==> src/rtl/mac_pkg.sv <==
package mac_pkg;

    localparam int MAC_OP_W    = 16;
    localparam int MAC_GUARD_W = 8;
    localparam int MAC_N_ACC   = 2;

    typedef enum logic [2:0] {
        OP_NOP  = 3'd0,
        OP_LOAD = 3'd1,
        OP_ADD  = 3'd2,
        OP_SUB  = 3'd3,
        OP_CLR  = 3'd4,
        OP_CLMP = 3'd5,
        OP_RSV6 = 3'd6,
        OP_RSV7 = 3'd7
    } mac_op_e;

    typedef struct packed {
        logic a_sgn;
        logic b_sgn;
        logic frac;
    } mac_mode_t;

endpackage

==> src/rtl/mac_range_check.sv <==
module mac_range_check #(
    parameter int ACC_W  = 40,
    parameter int CORE_W = 32
) (
    input  logic [ACC_W-1:0] value_i,
    output logic             out_of_range_o
);
    localparam int TOP_W = ACC_W - CORE_W + 1;

    logic [TOP_W-1:0] top_bits;

    // Guard bits plus the core sign bit must all agree for an in-range value.
    assign top_bits       = value_i[ACC_W-1:CORE_W-1];
    assign out_of_range_o = !((&top_bits) || !(|top_bits));
endmodule

==> src/rtl/mac_multiplier.sv <==
module mac_multiplier
    import mac_pkg::*;
#(
    parameter int OP_W  = 16,
    parameter int ACC_W = 40
) (
    input  logic [OP_W-1:0]  a_i,
    input  logic [OP_W-1:0]  b_i,
    input  mac_mode_t        mode_i,
    output logic [ACC_W-1:0] prod_o
);
    localparam int EXT_W  = OP_W + 1;
    localparam int PROD_W = 2 * EXT_W;
    localparam int PAD_W  = ACC_W - PROD_W;

    logic signed [EXT_W-1:0]  a_ext;
    logic signed [EXT_W-1:0]  b_ext;
    logic signed [PROD_W-1:0] prod_raw;
    logic        [ACC_W-1:0]  prod_wide;

    // One extra bit per operand lets a single signed multiplier serve both
    // signed and unsigned operand formats.
    assign a_ext     = $signed({mode_i.a_sgn & a_i[OP_W-1], a_i});
    assign b_ext     = $signed({mode_i.b_sgn & b_i[OP_W-1], b_i});
    assign prod_raw  = a_ext * b_ext;
    assign prod_wide = {{PAD_W{prod_raw[PROD_W-1]}}, prod_raw};
    assign prod_o    = mode_i.frac ? {prod_wide[ACC_W-2:0], 1'b0} : prod_wide;
endmodule

==> src/rtl/mac_next_value.sv <==
module mac_next_value
    import mac_pkg::*;
#(
    parameter int ACC_W  = 40,
    parameter int CORE_W = 32
) (
    input  mac_op_e          op_i,
    input  logic [ACC_W-1:0] cur_i,
    input  logic             cur_sat_i,
    input  logic [ACC_W-1:0] prod_i,
    output logic [ACC_W-1:0] nxt_o,
    output logic             nxt_sat_o
);
    localparam int HI_W = ACC_W - CORE_W + 1;
    localparam logic [ACC_W-1:0] POS_LIM = {{HI_W{1'b0}}, {(CORE_W-1){1'b1}}};
    localparam logic [ACC_W-1:0] NEG_LIM = {{HI_W{1'b1}}, {(CORE_W-1){1'b0}}};

    logic cur_oor;

    mac_range_check #(.ACC_W(ACC_W), .CORE_W(CORE_W)) u_range (
        .value_i        (cur_i),
        .out_of_range_o (cur_oor)
    );

    always_comb begin
        nxt_o     = cur_i;
        nxt_sat_o = cur_sat_i;
        case (op_i)
            OP_LOAD: begin
                nxt_o     = prod_i;
                nxt_sat_o = 1'b0;
            end
            OP_ADD:  nxt_o = cur_i + prod_i;
            OP_SUB:  nxt_o = cur_i - prod_i;
            OP_CLR: begin
                nxt_o     = '0;
                nxt_sat_o = 1'b0;
            end
            OP_CLMP: begin
                if (cur_oor) begin
                    nxt_o     = cur_i[ACC_W-1] ? NEG_LIM : POS_LIM;
                    nxt_sat_o = 1'b1;
                end
            end
            default: ;
        endcase
    end
endmodule

==> src/rtl/dual_acc_mac.sv <==
module dual_acc_mac
    import mac_pkg::*;
#(
    parameter int OP_W    = MAC_OP_W,
    parameter int GUARD_W = MAC_GUARD_W,
    parameter int N_ACC   = MAC_N_ACC,
    localparam int ACC_W  = 2 * OP_W + GUARD_W,
    localparam int CORE_W = 2 * OP_W,
    localparam int SEL_W  = (N_ACC > 1) ? $clog2(N_ACC) : 1
) (
    input  logic             clk,
    input  logic             rst,
    input  logic [2:0]       op_i,
    input  logic [SEL_W-1:0] acc_sel_i,
    input  logic [OP_W-1:0]  a_i,
    input  logic [OP_W-1:0]  b_i,
    input  logic             a_signed_i,
    input  logic             b_signed_i,
    input  logic             frac_i,
    output logic [ACC_W-1:0] acc_o,
    output logic             ovf_o,
    output logic             sat_o
);
    mac_op_e                       op;
    mac_mode_t                     mode;
    logic [ACC_W-1:0]              prod;
    logic [N_ACC-1:0][ACC_W-1:0]   acc_q;
    logic [N_ACC-1:0]              sat_q;

    assign op   = mac_op_e'(op_i);
    assign mode = '{a_sgn: a_signed_i, b_sgn: b_signed_i, frac: frac_i};

    mac_multiplier #(.OP_W(OP_W), .ACC_W(ACC_W)) u_mult (
        .a_i    (a_i),
        .b_i    (b_i),
        .mode_i (mode),
        .prod_o (prod)
    );

    for (genvar g = 0; g < N_ACC; g++) begin : g_acc
        logic [ACC_W-1:0] nxt;
        logic             nxt_sat;

        mac_next_value #(.ACC_W(ACC_W), .CORE_W(CORE_W)) u_next (
            .op_i      (op),
            .cur_i     (acc_q[g]),
            .cur_sat_i (sat_q[g]),
            .prod_i    (prod),
            .nxt_o     (nxt),
            .nxt_sat_o (nxt_sat)
        );

        always_ff @(posedge clk) begin
            if (rst) begin
                acc_q[g] <= '0;
                sat_q[g] <= 1'b0;
            end else if (acc_sel_i == SEL_W'(g)) begin
                acc_q[g] <= nxt;
                sat_q[g] <= nxt_sat;
            end
        end
    end

    assign acc_o = acc_q[acc_sel_i];
    assign sat_o = sat_q[acc_sel_i];

    mac_range_check #(.ACC_W(ACC_W), .CORE_W(CORE_W)) u_ovf (
        .value_i        (acc_o),
        .out_of_range_o (ovf_o)
    );
endmodule

==> config.mk <==
export PLATFORM = sky130hd
export DESIGN_NAME = dual_acc_mac
export DESIGN_NICKNAME = d
export VERILOG_FILES = /design/src/rtl/mac_pkg.sv /design/src/rtl/mac_range_check.sv /design/src/rtl/mac_multiplier.sv /design/src/rtl/mac_next_value.sv /design/src/rtl/dual_acc_mac.sv
export SDC_FILE = /design/constraint.sdc
export NUM_CORES = 1
export LEC_CHECK = 0
export ABC_AREA = 1
export BUFFER_PORTS_ARGS = -buffer_cell sky130_fd_sc_hd__buf_2
export CELL_PAD_IN_SITES_DETAIL_PLACEMENT = 0
export CELL_PAD_IN_SITES_GLOBAL_PLACEMENT = 2
export CORE_MARGIN = 4
export CORE_UTILIZATION = 35
export DETAILED_ROUTE_END_ITERATION = 10
export GPL_ROUTABILITY_DRIVEN = 1
export GPL_TIMING_DRIVEN = 0
export PLACE_DENSITY = 0.84
export SYNTH_ARGS = -nofsm -noshare
export SYNTH_HDL_FRONTEND = slang
export SYNTH_SLANG_ARGS = --single-unit
==> constraint.sdc <==
create_clock -name clk -period 9.5 [get_ports clk]
set_input_delay 0 -clock clk [delete_from_list [all_inputs] [get_ports clk]]
set_output_delay 0 -clock clk [all_outputs]
set_load 0.1 [all_outputs]
==> key figures, run 1 <==
Synthesis
  – Mean Syn Cell Area: 6.44 um2
  – Syn_nets: 4,044
  – Synth Cell Area: 0.0229 mm2
  – Most used DFF post-synth: dfxtp_1
  – EDFF count, synth: 0
  – Yosys top cell area share: 0.260
  – Largest area contributor in the netlist: fa_1
  – Post-synthesis cell type count: 59
  – Post-synth top cells: nand2_1 (972), inv_1 (809), fa_1 (298)
  – Top cells by area, synth: fa_1 (26%), nand2_1 (16%), inv_1 (13%)
  – Synthesized flop and latch total: 82
  – Most frequent cell after synthesis: nand2_1
  – YS warnings: 0
  – Seq/Total Area, Yosys: 0.0715
  – Post-synth ARST share: 0
  – Post-synthesis cell count: 3,563

Detailed routing
  – Final ANT Viol Nets: 0
  – DR pass1 iterations: 8
  – Via count: 22,500
  – Detailed Route WL: 85.7 mm
  – Vias/cell: 5.01
  – Initial DRC Count: 1,816
  – Routed wire per std cell: 19.1 um
  – Residual DRC: 0

Worst setup path
  – Slowest CP cell: fa_1
  – Worst setup SP type: primary input
  – R2R depth: 30
  – Setup crit end kind: flop
  – Setup crit start: a_i[15]
  – CP Data Arrival Time: 9.15 ns
  – Crit-path max cell delay: 0.85 ns
  – R2R Path End: acc_q[76]
  – CP dominant cell by count: nand2_1
  – Reg2Reg Setup Slack: 5.14 ns
  – Maximum fanout along the worst path: 9
  – Crit path to: acc_q[38]
  – CP Class: primary input to flop
  – Req. time, crit path: 9.75 ns
  – Reg2reg start: acc_q[40]

Die
  – Die ar.: 0.0697 mm2
  – IO Count: 83
  – Row count: 93
  – DIE HEIGHT: 264 um
  – Core ar.: 0.0647 mm2
  – Die X-Extent: 264 um
  – Initial Util: 0.355

Global route
  – Initial antenna violation count: 1
  – Total congestion overflow: 0
  – GRT Util Overall: 0.245
  – Largest net degree at the start of global routing: 18
  – First-pass GRT wire length: 132 mm
  – Vias in the first global route: 22,000

Timing
  – Worst Max-Slew Pin Slew: 1.19 ns
  – Final hold vios: 0
  – Final setup viols: 0
  – Fin crit period: 8.90 ns
  – Max-slew violation count: 0
  – Final worst-path cycle share: 0.937
  – Fin Clk Skew: 0.00692 ns
  – RSZ-0062 raised after global routing: true
  – Setup TNS: 0 ns
  – Slew HR: 0.206
  – Fmax: 112 MHz

Layout
  – Utilization after layout: 0.383
  – Area growth syn-to-layout: 7.99%
  – # diodes: 0
  – Fraction of layout cells with a size suffix above 1: 0.0876
  – Fillcell total: 7,343
  – Multi-input gate area: 0.0178 mm2
  – Final nets: 4,106
  – Register area: 0.00164 mm2
  – Post-route cell area: 0.0248 mm2

Clocking
  – CTS sink cnt: 82
  – CTS tree: yes
  – Clk root buf: clkbuf_16
  – Worst-case clock buffer depth: 2
  – Cts bufs inserted: 9
  – CTS clock-pin slew for the worst setup and hold paths: 0.07 ns
  – Clock latency on the worst-skew pair: 0.36 ns
  – H-tree Lvls: 3

Flow run
  – Max-cap violation count: 0

Outcome
  – Status: completed

Placed design
  – IO buf count: 50
  – Placer Congestion: 0.917
  – Final HPWL DP: 73.6 mm
  – Post-place instance area: 0.0243 mm2

Worst hold path
  – Hold/Removal Path Class: primary input to flop
-- state kept, by name (all words and copies together), names as in the netlist --
name	cells
sat_q	2
acc_q	80
-- how the worst min path moves through the flow --
| stage | slack, ns | to | cells after the start | start |
|---|---|---|---|---|
| global route | 0.12 | sat_q[1] | 6 | op_i[1] |
| detailed placement | 0.37 | acc_q[71] | 4 | rst |
| CTS | 0.06 | sat_q[1] | 6 | op_i[1] |
| floorplan | 0.16 | acc_q[71] | 3 | rst |
| global placement | 0.37 | acc_q[71] | 4 | rst |
| finish | 0.06 | sat_q[1] | 6 | op_i[1] |
-- cells in the final DEF, fill, tap and decap left out, drive strengths merged, types with 8 or more instances in the layout --
master / instances
a21oi: 147
inv: 828
dfxtp: 82
nand3b: 10
nand3: 249
nor3: 13
xor2: 40
a31oi: 28
ha: 142
o21ai: 161
buf: 83
clkbuf: 103
fa: 298
nor4: 11
nand2: 1025
o211ai: 27
and2: 8
or2: 17
nor2: 232
a41oi: 12
nand4: 51
-- repair_timing --
action / in CTS / in global routing
endpoints found under the setup margin: 25 / 30
pin swaps: 0 / 1
gates resized for setup: 12 / 167
gates cloned: 0 / 1
endpoints found under the hold margin: 3 / 0
setup buffers: 0 / 1
hold buffers: 1 / 0
-- per-layer routing --
layer	global-route usage	up-vias	wire length [um]
li1	-	11000	-
met1	0.378	10800	42600
met2	0.369	600	36400
met3	0.0364	61	5590
met4	0.0327	2	1060
met5	0	-	10
-- stage by stage --
stage               std cells  hold WS [ns]  setup WS, ns
finish                   4484        0.0635         0.602
global route             4484         0.118       -0.0134
CTS                      4482        0.0579       0.00389
detailed placement       4468         0.370         -1.01
global placement         4468         0.365        -0.935
floorplan                3563         0.156          1.68
-- area by class of cell --
type,count,share of cell area
tap,855,0.0432
clock buffer,12,0.00995
inverter,834,0.127
buffer,123,0.0245
timing repair buffer,52,0.0108
timing repair inverter,1,0.000202
clock inverter,3,0.00162
multi-input combinational,2522,0.717
sequential,82,0.0662
-- kinds of logic (layout without fill, tap and decap cells) --
family,Yosys count,in the layout,share of synthesized area
AOI/OAI and AO/OA,415,415,0.104
adders and majority gates,440,440,0.337
and+or+nand+nor,1619,1619,0.311
muxes,1,1,0.000436
xor gates and xnor gates,47,47,0.0179
buffers and inverters,959,1025,0.158
DFF,82,82,0.0715
-- critical path: cells and delay by family --
kind	cells	cell delay, ns
buffers and inverters	7	0.91
AOI/OAI and AO/OA	2	0.39
and+or+nand+nor	23	3.89
adders and majority gates	8	3.92
Power of run 1 is left out: the tool's default activity adds up to more than one toggle a clock period on the data nets, which glitch-free logic cannot reach.
==> inputs of run 2 (changes only) <==
--- a/config.mk
+++ b/config.mk
@@ -13,7 +13,6 @@
 export CORE_UTILIZATION = 35
 export DETAILED_ROUTE_END_ITERATION = 10
 export GPL_ROUTABILITY_DRIVEN = 1
-export GPL_TIMING_DRIVEN = 0
 export PLACE_DENSITY = 0.84
 export SYNTH_ARGS = -nofsm -noshare
 export SYNTH_HDL_FRONTEND = slang
==> constraint.sdc (replaced) <==
create_clock -name clk -period 9.5 [get_ports clk]
set_input_delay 0 -clock clk [delete_from_list [all_inputs] [get_ports clk]]
set_output_delay 0 -clock clk [all_outputs]
set_load 0.005 [all_outputs]
==> run 2 against run 1 <==
  * Fmax rose by 1.1%
  * Register-to-register slack improved by 0.15 ns
  * Hold slack got worse by 0.018 ns
  * Non-clock buffer count fell by 61
  * Die area did not move
  * Clock-buffer cell count fell by 3
  * Sequential share of layout area rose by 0.079 points
  * First-iteration DRC count fell by 15%
  * Worst setup slack improved by 0.10 ns
  * Global-route usage fell by 1.7 points
  * Cell area fell by 1.2%
  * Utilization fell by 0.45 points
==> key figures, run 2 (synthesized netlist as in run 1, its figures left out) <==
Timing
  – Worst Max-Slew Pin Slew: 0.945 ns (-0.241 ns)
  – RSZ-0062 raised after global routing: false
  – Final worst-path cycle share: 0.926 (-0.0105)
  – Setup TNS: 0 ns (unchanged)
  – Fin Clk Skew: 0.0165 ns (+0.00961 ns)
  – Max-slew violation count: 0 (unchanged)
  – Worst Hold Margin: 0.0451 ns (-0.0185 ns)
  – Final hold vios: 0 (unchanged)
  – Final setup viols: 0 (unchanged)
  – Fin crit period: 8.80 ns (-0.0996 ns)
  – Slew HR: 0.370 (+0.164)
  – Fmax: 114 MHz (+1.1%)

Worst setup path
  – Setup crit start: b_i[4]
  – Worst setup SP type: primary input
  – Crit-path max cell delay: 0.57 ns (-0.28 ns)
  – R2R Path End: acc_q[70]
  – CP dominant cell by count: nand2_1
  – Maximum fanout along the worst path: 11 (+2)
  – Reg2Reg Setup Slack: 5.29 ns (+0.15 ns)
  – CP Class: primary input to flop
  – Crit path to: acc_q[36]
  – R2R depth: 26 (-13%)
  – CP Depth: 49 (+23%)
  – Req. time, crit path: 9.82 ns (+0.07 ns)
  – Reg2reg start: acc_q[40]
  – Slowest CP cell: fa_1
  – Worst path top cell family by delay: adder cells
  – CP bufs+invs: 10 (+3)
  – CP Data Arrival Time: 9.12 ns (-0.03 ns)
  – Setup crit end kind: flop

Global route
  – Largest net degree at the start of global routing: 70 (+52)
  – Initial antenna violation count: 1 (unchanged)
  – GRT met3 Usage: 0.0303 (-0.00615)
  – First-pass GRT wire length: 125 mm (-5.1%)
  – Met2 GRT Util: 0.361 (-0.00763)
  – Total congestion overflow: 0 (unchanged)
  – Vias in the first global route: 21,800 (-0.97%)
  – Busiest layer in global routing: met2
  – GRT Util Overall: 0.228 (-0.0169)
  – GR Util met1: 0.339 (-0.0399)

Layout
  – # diodes: 0 (unchanged)
  – Final nets: 4,044 (-1.5%)
  – Register area: 0.00164 mm2 (unchanged)
  – Max reg flops: 80 (unchanged)
  – Multi-input gate area: 0.0177 mm2 (-0.28%)
  – Commonest non-fill, non-tap cell in the layout: nand2_1
  – Commonest cells after routing, fill and taps aside: nand2_1 (971), inv_1 (807), fa_1 (298)
  – Biggest register: acc_q
  – Utilization after layout: 0.379 (-0.00449)
  – Area growth syn-to-layout: 6.73%
  – Fillcell total: 7,284 (-0.80%)
  – Fraction of layout cells with a size suffix above 1: 0.0863 (-0.00130)
  – Leading registers by flop count: acc_q (80), sat_q (2)

Placed design
  – Placer Congestion: 0.921 (+0.40%)
  – Final HPWL DP: 65.1 mm (-12%)
  – IO buf count: 82 (+64%)

Clocking
  – Clock latency on the worst-skew pair: 0.39 ns (+0.03 ns)
  – CTS tree: yes
  – Hold Buf Count CTS: 0 (-1)
  – CTS sink cnt: 82 (unchanged)
  – Post-CTS resize count: 0 (-12)
  – Cts bufs inserted: 9 (unchanged)
  – Clk root buf: clkbuf_16
  – Postcts setup bufs: 0 (unchanged)
  – Worst-case clock buffer depth: 2 (unchanged)
  – CTS clock-pin slew for the worst setup and hold paths: 0.07 ns (about the same)
  – H-tree Lvls: 3 (unchanged)

Die
  – Core ar.: 0.0647 mm2 (unchanged)
  – Row count: 93 (unchanged)
  – Die ar.: 0.0697 mm2 (unchanged)
  – IO Count: 83 (unchanged)
  – Die X-Extent: 264 um (unchanged)
  – Initial Util: 0.355 (unchanged)
  – DIE HEIGHT: 264 um (unchanged)

Flow run
  – Max-cap violation count: 0 (unchanged)

Detailed routing
  – Detailed Route WL: 78.7 mm (-8.2%)
  – Initial DRC Count: 1,548 (-15%)
  – Final ANT Viol Nets: 0 (unchanged)
  – Via count: 21,800 (-3.0%)
  – DR pass1 iterations: 7 (-1)
  – Residual DRC: 0 (unchanged)
  – Routed wire per std cell: 17.8 um (-7.0%)
  – Vias/cell: 4.93 (-1.6%)

Worst hold path
  – Hold/Removal Path Class: primary input to flop

Outcome
  – Status: completed
## run 2: cell types whose count changed in the layout (fill, tap and decap cells not counted), sizes merged
cell / change
dlygate4sd3: -1
inv: +1
bufinv: -1
buf: +31
clkbuf: -94
clkinvlp: +3
## run 2: worst min-delay path by stage
stage | start | to | cells past startpoint
after floorplan | acc_sel_i | acc_o[36] | 1
after global placement | rst | sat_q[0] | 2
after detailed placement | op_i[0] | sat_q[1] | 5
after CTS | op_i[0] | sat_q[1] | 5
after global routing | op_i[0] | sat_q[1] | 5
final | op_i[0] | sat_q[1] | 5
## run 2: worst min-delay path, stage by stage
cell     delay, ns
buf_2         0.10
inv_1         0.06
nor2_1        0.07
nand3_1       0.08
a21oi_1       0.06
## run 2: cell type report
type	instances	share of cell area
inverters	834	0.128
clock buffers	9	0.00920
flip-flops and latches	82	0.0670
multi-input cells	2522	0.723
repair buffers	114	0.0266
clock inverters	7	0.00225
well taps	855	0.0437
## run 2: per-stage QoR
| stage | worst slack (ns) | area (um2) | instances |
|---|---|---|---|
| 6_report | 0.702 | 24500 | 4423 |
| 3_5_place_dp | 0.159 | 24200 | 4407 |
| 3_3_place_gp | 0.131 | 24200 | 4407 |
| 5_1_grt | 0.0542 | 24500 | 4423 |
| 4_1_cts | 0.541 | 24500 | 4423 |
| 2_1_floorplan | 1.68 | 22900 | 3563 |
## run 2: per-layer routing
layer / wire [um] / vias up
met5: 0 / -
met4: 1080 / 0
met3: 4150 / 53
met2: 34800 / 481
met1: 38600 / 10400
li1: - / 10900
Power of run 2 is left out for the same reason.
